`config.mk`:
```
export PLATFORM = sky130hd
export DESIGN_NAME = ecpwm_channel
export DESIGN_NICKNAME = d
export VERILOG_FILES = /design/src/rtl/ecpwm_pkg.sv /design/src/rtl/ecpwm_regs.sv /design/src/rtl/ecpwm_sequencer.sv /design/src/rtl/ecpwm_shadow.sv /design/src/rtl/ecpwm_channel.sv
export SDC_FILE = /design/constraint.sdc
export NUM_CORES = 1
export LEC_CHECK = 0
export CORE_MARGIN = 3
export CORE_UTILIZATION = 40
export CTS_CLUSTER_SIZE = 25
export DETAILED_ROUTE_END_ITERATION = 10
export PLACE_DENSITY_LB_ADDON = 0.3
export REMOVE_ABC_BUFFERS = 1
export SLEW_MARGIN = 10
export SYNTH_ARGS = -nofsm -noshare
export SYNTH_HDL_FRONTEND = slang
export SYNTH_HIERARCHICAL = 1
export SYNTH_SLANG_ARGS = --single-unit
```
`constraint.sdc`:
```
create_clock -name clk -period 7.05 [get_ports clk]
set_clock_uncertainty 0.1 [all_clocks]
set_input_delay 1.41 -clock clk [delete_from_list [all_inputs] [get_ports clk]]
set_output_delay 1.41 -clock clk [all_outputs]
set_load 0.1 [all_outputs]
```
`src/rtl/ecpwm_pkg.sv`:
```
package ecpwm_pkg;
    typedef enum logic {
        ST_IDLE = 1'b0,
        ST_RUN  = 1'b1
    } seq_state_t;

    localparam logic [1:0] SEL_PRI = 2'd0;
    localparam logic [1:0] SEL_SEC = 2'd1;
    localparam logic [1:0] SEL_PER = 2'd2;
endpackage

```
`src/rtl/ecpwm_regs.sv`:
```
module ecpwm_regs #(
    parameter int W = 16
) (
    input  logic         clk,
    input  logic         rst,
    input  logic         wr_en,
    input  logic [1:0]   wr_sel,
    input  logic [W-1:0] wr_data,
    output logic [W-1:0] sw_pri,
    output logic [W-1:0] sw_sec,
    output logic [W-1:0] sw_per
);
    import ecpwm_pkg::*;

    always_ff @(posedge clk) begin
        if (rst) begin
            sw_pri <= '0;
            sw_sec <= '0;
            sw_per <= '0;
        end else if (wr_en) begin
            unique case (wr_sel)
                SEL_PRI: sw_pri <= wr_data;
                SEL_SEC: sw_sec <= wr_data;
                SEL_PER: sw_per <= wr_data;
                default: ;
            endcase
        end
    end
endmodule

```
`src/rtl/ecpwm_sequencer.sv`:
```
module ecpwm_sequencer #(
    parameter int W = 16
) (
    input  logic         clk,
    input  logic         rst,
    input  logic         en,
    input  logic [W-1:0] period,
    output logic [W-1:0] tmr,
    output logic         wrap,
    output logic         advance
);
    import ecpwm_pkg::*;

    seq_state_t   state_q, state_d;
    logic [W-1:0] tmr_d;

    always_ff @(posedge clk) begin
        if (rst) begin
            state_q <= ST_IDLE;
            tmr     <= '0;
        end else begin
            state_q <= state_d;
            tmr     <= tmr_d;
        end
    end

    always_comb begin
        wrap    = 1'b0;
        advance = 1'b0;
        state_d = state_q;
        unique case (state_q)
            ST_IDLE: begin
                if (en) begin
                    state_d = ST_RUN;
                    wrap    = 1'b1;
                end
            end
            ST_RUN: begin
                if (!en) begin
                    state_d = ST_IDLE;
                end else if (tmr == period) begin
                    wrap = 1'b1;
                end else begin
                    advance = 1'b1;
                end
            end
            default: state_d = ST_IDLE;
        endcase
        tmr_d = advance ? tmr + 1'b1 : '0;
    end
endmodule

```
`src/rtl/ecpwm_shadow.sv`:
```
module ecpwm_shadow #(
    parameter int W = 16
) (
    input  logic         clk,
    input  logic         rst,
    input  logic         en,
    input  logic         wrap,
    input  logic         advance,
    input  logic [W-1:0] tmr,
    input  logic [W-1:0] sw_pri,
    input  logic [W-1:0] sw_sec,
    input  logic         irq_clr,
    output logic [W-1:0] buf_pri,
    output logic [W-1:0] buf_sec,
    output logic         pin,
    output logic         irq
);
    logic [W-1:0] tmr_inc;
    logic         duty_hit;

    always_comb begin
        tmr_inc  = tmr + 1'b1;
        duty_hit = advance && (tmr_inc == buf_sec);
    end

    always_ff @(posedge clk) begin
        if (rst) begin
            buf_pri <= '0;
            buf_sec <= '0;
            pin     <= 1'b0;
        end else if (!en) begin
            pin <= 1'b0;
        end else if (wrap) begin
            buf_pri <= sw_pri;
            buf_sec <= sw_sec;
            pin     <= (sw_sec != '0);
        end else if (duty_hit) begin
            pin <= 1'b0;
        end
    end

    always_ff @(posedge clk) begin
        if (rst)          irq <= 1'b0;
        else if (wrap)    irq <= 1'b1;
        else if (irq_clr) irq <= 1'b0;
    end
endmodule

```
`src/rtl/ecpwm_channel.sv`:
```
module ecpwm_channel #(
    parameter int W = 16
) (
    input  logic         clk,
    input  logic         rst,
    input  logic         en,
    input  logic         wr_en,
    input  logic [1:0]   wr_sel,
    input  logic [W-1:0] wr_data,
    input  logic         irq_clr,
    output logic         pwm_out,
    output logic         irq_flag,
    output logic [W-1:0] work_pri
);
    logic [W-1:0] sw_pri, sw_sec, sw_per, tmr, buf_sec;
    logic         wrap, advance;

    ecpwm_regs #(.W(W)) u_regs (
        .clk(clk), .rst(rst), .wr_en(wr_en), .wr_sel(wr_sel), .wr_data(wr_data),
        .sw_pri(sw_pri), .sw_sec(sw_sec), .sw_per(sw_per)
    );

    ecpwm_sequencer #(.W(W)) u_seq (
        .clk(clk), .rst(rst), .en(en), .period(sw_per),
        .tmr(tmr), .wrap(wrap), .advance(advance)
    );

    ecpwm_shadow #(.W(W)) u_shadow (
        .clk(clk), .rst(rst), .en(en), .wrap(wrap), .advance(advance), .tmr(tmr),
        .sw_pri(sw_pri), .sw_sec(sw_sec), .irq_clr(irq_clr),
        .buf_pri(work_pri), .buf_sec(buf_sec), .pin(pwm_out), .irq(irq_flag)
    );
endmodule

```
# ---- Word level (Yosys, flattened, before mapping)
# Cells that the tools add are included.
dict set report op_classes {
  muxes 11
  add_sub_neg 1
  n_eq_ne 4
  bitwise 3
  n_reduce_logical 11
}
# op count
set op_table {}
lappend op_table {{$eq 16x16->1} 2}
lappend op_table {{$add 16x1->16 const B} 1}
lappend op_table {{$reduce_bool 16->1} 1}
lappend op_table {{$mux 1} 10}
lappend op_table {{$reduce_and 2->1} 4}
lappend op_table {{$reduce_bool 2->1} 2}
lappend op_table {{$reduce_or 2->1} 2}
lappend op_table {{$not 1->1} 3}
lappend op_table {{$eq 2x1->1 const B} 1}
lappend op_table {{$eq 2x2->1 const B} 1}
lappend op_table {{$logic_not 2->1} 1}
lappend op_table {{$pmux 1 s2} 1}
lappend op_table {{$logic_and 1x1->1} 1}
dict set report word_totals {
  ff_bits 99
  in_bits 23
}

# ---- Depth between registers and ports, before layout
dict set report depth {
  word_depth 7
  ltp_mapped 10
  depth_no_buf 8
}

# ---- Modules after synthesis
# The synthesis kept the hierarchy.
# mod cells_each instances area_per_inst_um2
set modules_own_cells {}
lappend modules_own_cells {ecpwm_regs 178 1 1960.6}
lappend modules_own_cells {ecpwm_shadow 227 1 1735.4}
lappend modules_own_cells {ecpwm_sequencer 105 1 974.7}

# ---- Least setup slack after synthesis
# No wires, ideal clock.
dict set report synth_timing {
  path_type {register -> register}
  from {register u_seq.tmr[2]}
  to {register u_shadow.buf_sec[10]}
  path_stages_with_launch 11
  setup_time_ps 70
  arrival_ps 2463
  slack_ps 4417
  n_path_buf 3
  period_less_slack_ps 2633
  cell_sequence {dfxtp_1 > clkbuf_1 > xnor2_1 > nand4_1 > o41ai_4 > and2_1 > and2_1 > clkbuf_1 > clkbuf_1 > nand2_1 > a21oi_1}
}
dict set report synth_via {
  elab_chain_cells 5
}
# item line_no
set synth_lines {}
lappend synth_lines {{from (decl)} ecpwm_sequencer.sv:8} ;# output logic [W-1:0] tmr,
lappend synth_lines {{from (signal assigned)} ecpwm_sequencer.sv:23} ;# tmr <= tmr_d;
lappend synth_lines {{$eq 16x16->1} ecpwm_sequencer.sv:41} ;# end else if (tmr == period) begin
lappend synth_lines {{$mux 1} ecpwm_sequencer.sv:41}
lappend synth_lines {{$mux 1} ecpwm_sequencer.sv:39} ;# if (!en) begin
lappend synth_lines {{$pmux 1 s2} ecpwm_sequencer.sv:31} ;# unique case (state_q)
lappend synth_lines {{via wrap} ecpwm_channel.sv:16} ;# logic wrap, advance;
lappend synth_lines {{$reduce_and 2->1 (no source line)} -}
lappend synth_lines {{to (signal assigned)} ecpwm_shadow.sv:35} ;# buf_sec <= sw_sec;
lappend synth_lines {{to (decl)} ecpwm_shadow.sv:14} ;# output logic [W-1:0] buf_sec,
# The timed path passes the listed nets, and every way through them passes these cells.
# A chain may end at the register's enable or synchronous reset.

# ---- Final worst setup path
dict set report layout_timing {
  from {register u_shadow.buf_pri[9]}
  to {output work_pri[9]}
}
# item line_no
set layout_rtl {}
lappend layout_rtl {{from (decl)} ecpwm_shadow.sv:13} ;# output logic [W-1:0] buf_pri,
lappend layout_rtl {{from (signal assigned)} ecpwm_shadow.sv:34} ;# buf_pri <= sw_pri;
lappend layout_rtl {{to (decl)} ecpwm_channel.sv:13} ;# output logic [W-1:0] work_pri
# No word-level cell between the ends.

==> results <==
- Setup total negative slack on the finished layout was measured at 0 ns.
- The reg-to-reg critical path startpoint is u_seq/tmr[2]$_SDFF_PP0_.
- The count of flip-flops with a built-in enable after synthesis is 0.
- Counting flops and latches in the post-synthesis netlist gives between 90 and 100.
- The floorplan step defined a die boundary enclosing ~13000 um^2.
- The worst setup path is launched from a register.
- The utilization of the core after routing is 0.489.
- Data on the critical path is required at its endpoint by approximately 5.5 ns.
- Entering global routing, the biggest net connects 100 pins.
- Of the post-synthesis cell area, the dominant cell type holds 0.424.
- After detailed routing, the number of remaining DRC violations is 0.
- The biggest area consumer among synthesized cells is sky130_fd_sc_hd__dfxtp_1.
- In this run the core area contains 38 standard-cell rows.
- The total of cells resized after clock tree synthesis is 0.
- In the finished design, the share of the clock period the worst path needs comes to 0.476.
- The number of port buffers is 40.
- Setup repair after global routing left no endpoint under its margin.
- The most frequent cell after synthesis is sky130_fd_sc_hd__dfxtp_1.
- The maximum fanout along the worst path is 2.
- The share of synthesized flip-flops with an asynchronous set or reset is 0.
- The sum of overflow across all layers after global routing is 0.
- Clock-pin slew was measured on the worst setup and hold paths at about 0.070 ns.
- The gate count of the mapped netlist is between 500 and 600.
- The area of all placed cells without fillers is approximately 5400 um^2.
- The routed layout has approximately 3500 vias.
- The initial antenna violation count is 0.
- The cell class contributing the biggest share of worst-path delay is buffers and inverters.
- The final period demand of the worst path is 3.36 ns.
- The detailed router's first-iteration violation count is ~160.
- Max-cap violations in this run came to 0.
- The number of clock sinks seen by CTS is between 90 and 100.
- The static power due to leakage is 1.97 nW.
- The capturing element type of the critical path is an output port.
- The routed design has between 10000 and 15000 um of wire.
- The final-stage net count is 561.
- The total standard cell area after synthesis is 4670 um^2.
- In this run the cell area measured after placement is between 5000 and 6000 um^2.
- The run finished with clean final reports.
- Setup violations remaining at the end of the flow were counted as 0.
- The final RePlAce weighted congestion is between 0.8 and 0.9.
- The commonest cells after synthesis are sky130_fd_sc_hd__dfxtp_1 (99), sky130_fd_sc_hd__nand2_1 (73), sky130_fd_sc_hd__nand2b_1 (65).
- The wire length of the first global-routing pass is between 15000 and 20000 um.
- The prevailing post-synth register cell is sky130_fd_sc_hd__dfxtp_1.
- The startpoint identified for the worst hold timing path is u_shadow/buf_pri[13]$_SDFFE_PP0P_.
- The signal on the critical path passes through clkdlybuf4s50_1.
- The clock passes through at most 2 buffers.
- The most critical setup path has its startpoint at u_shadow/buf_pri[9]$_SDFFE_PP0P_.
- Once the clock tree was built, the setup fixing pass inserted 0 buffers.
- The insertion delay to the later sink of the worst-skew pair is around 0.35 ns.
- The power density relative to cell area is approximately 220 nW/um^2.
- For this configuration, the core starts out at a cell density of 0.420.
- The path class of the tightest hold or removal check is register to register.
- The core region is 11100 um^2.
- The count of endpoints failing hold in the final timing report is 0.
- Relative to the synthesized area, the layout overhead comes to 16.5%.
- For this run, the total global-route usage over all layers was measured as 0.162.
- The mean post-synth cell area is about 9.2 um^2.
- The die is 114 um wide.
- The total CTS buffers is 9.
- The half-perimeter wire length of the detailed placement result is between 6000 and 7000 um.
- The largest individual stage delay along the critical path comes from the cell sky130_fd_sc_hd__clkdlybuf4s50_1.
- The least setup slack across all paths after layout is between 3 and 4 ns.
- The max-slew headroom at the worst pin is 0.307.
- The TritonCTS clock tree is done.
- The worst setup path is of the register to output port kind.
- For this run, the slowest stage of the critical path takes 1.15 ns.
- In this run, post-CTS hold repair placed 0 buffers.
- The number of optimization iterations in the first detailed-route pass is 4.
- The sequential area share after synthesis is 0.424.
- The number of different library cells in the post-synthesis netlist is 50.
- From bottom edge to top edge, the die measures about 110 um.
- The average routed wire per standard cell is 15.0 um.
- The remaining antenna violation count after routing is 0.
- By area the synthesized netlist is led by sky130_fd_sc_hd__dfxtp_1 (42%), sky130_fd_sc_hd__mux2i_1 (11%), sky130_fd_sc_hd__nand2b_1 (8.7%).
- At the placement stage, the worst setup path has a slack of 3.74 ns.
- 0 antenna diodes ended up in the layout.
- The highest ir drop seen on vdd is 0.149 mV.
- Based on the critical path, the design can be clocked at up to 0.298 GHz.
- CTS built an H-tree with a depth of 3.
- The count of final max-slew check failures is 0.
- For the pin with the worst max-slew slack, the measured transition is about 1.0 ns.
- The number of global-route vias before repair is around 3500.
- The total of warnings raised by yosys is 6.
- The cell at the root of the clock tree is sky130_fd_sc_hd__clkbuf_16.
- After detailed routing, the number of vias per cell comes to between 5 and 6.
- The number of buffers and inverters on the critical path is 1.
- The worst path arrival time is ~1.9 ns.
- The ratio of cells with drive above 1 in the final layout is 0.0684.
- Pin placement for this block handled between 40 and 50 I/O pins.
==> cell usage in the layout (no fill, tap or decap), types with 6 or more instances in the layout <==
| cell type | netlist | layout |
|---|---|---|
| sky130_fd_sc_hd__xnor2_1 | 40 | 40 |
| sky130_fd_sc_hd__clkdlybuf4s50_1 | 0 | 39 |
| sky130_fd_sc_hd__clkbuf_16 | 0 | 9 |
| sky130_fd_sc_hd__mux2i_1 | 49 | 49 |
| sky130_fd_sc_hd__nand4_1 | 9 | 9 |
| sky130_fd_sc_hd__nor2_1 | 10 | 10 |
| sky130_fd_sc_hd__nand2_1 | 73 | 73 |
| sky130_fd_sc_hd__nor4_1 | 7 | 7 |
| sky130_fd_sc_hd__dfxtp_1 | 99 | 99 |
| sky130_fd_sc_hd__nand2b_1 | 65 | 65 |
| sky130_fd_sc_hd__xor2_1 | 10 | 10 |
| sky130_fd_sc_hd__nand3_1 | 9 | 9 |
| sky130_fd_sc_hd__a21oi_1 | 37 | 37 |
| sky130_fd_sc_hd__inv_1 | 6 | 6 |
| sky130_fd_sc_hd__nor3_1 | 19 | 19 |
==> power breakdown <==
group	switching [mW]	internal [mW]	leakage (nW)
sequential	0.00976	0.572	0.802
clock	0.215	0.286	0.138
combinational	0.0604	0.0415	1.03
total	0.285	0.900	1.97
==> layer usage <==
metal | GRT usage | wire length [um]
met1 | 0.200 | 4700
met2 | 0.277 | 5020
met3 | 0.0354 | 320
met4 | 0.0602 | 180
met5 | 0 | 0
==> cell families (layout without fill, tap and decap cells) <==
| family | Yosys count | in the layout | share of synthesized area |
|---|---|---|---|
| compound gates | 53 | 53 | 0.0710 |
| buf+inv | 36 | 67 | 0.0346 |
| simple gates | 221 | 221 | 0.266 |
| mux | 49 | 49 | 0.105 |
| xor+xnor | 50 | 50 | 0.0938 |
| flops | 99 | 99 | 0.424 |
| fa+ha+maj | 2 | 2 | 0.00536 |
==> path summary, 6_finish.rpt <==
check / to / slack (ns) / depth (start not counted)
max reg2reg: u_shadow/buf_pri[12]$_SDFFE_PP0P_ / 4.19 / 9
min: u_shadow/buf_pri[13]$_SDFFE_PP0P_ / 0.35 / 2
min reg2reg: u_shadow/buf_pri[13]$_SDFFE_PP0P_ / 0.35 / 2
max: work_pri[9] / 3.69 / 1
==> registers in the layout, summed over array words and instances, names as in the netlist <==
register and cells:
u_shadow/irq 1, u_shadow/pin 1, u_regs/sw_per 16, u_shadow/buf_pri 16, u_regs/sw_sec 16, u_shadow/buf_sec 16, u_seq/tmr 16, u_regs/sw_pri 16
u_seq/state_q 1
==> per-stage QoR <==
stage / hold WS, ns / total power [mW] / cells
after floorplan: 0.326 / 0.654 / 481
after global placement: 0.342 / 0.695 / 665
after detailed placement: 0.348 / 0.696 / 665
after CTS: 0.358 / 1.20 / 681
after global routing: 0.382 / 1.23 / 681
final: 0.354 / 1.18 / 681
==> final cells by class <==
cell class | instances | area (um^2)
multi-input cells | 375 | 2530
clock inverters | 5 | 61.3
fillers | 1097 | 5680
clock buffers | 11 | 243
well taps | 140 | 175
inverters | 7 | 27.5
repair buffers | 44 | 425
flip-flops and latches | 99 | 1980
==> worst reg2reg max path: cells and delay by family (launching register included) <==
| family | cells | cell delay (ns) |
|---|---|---|
| compound gates | 2 | 0.46 |
| simple gates | 4 | 0.75 |
| buf+inv | 2 | 0.62 |
| flops | 1 | 0.65 |
| xor+xnor | 1 | 0.20 |
(Power assumes the default switching activity.)
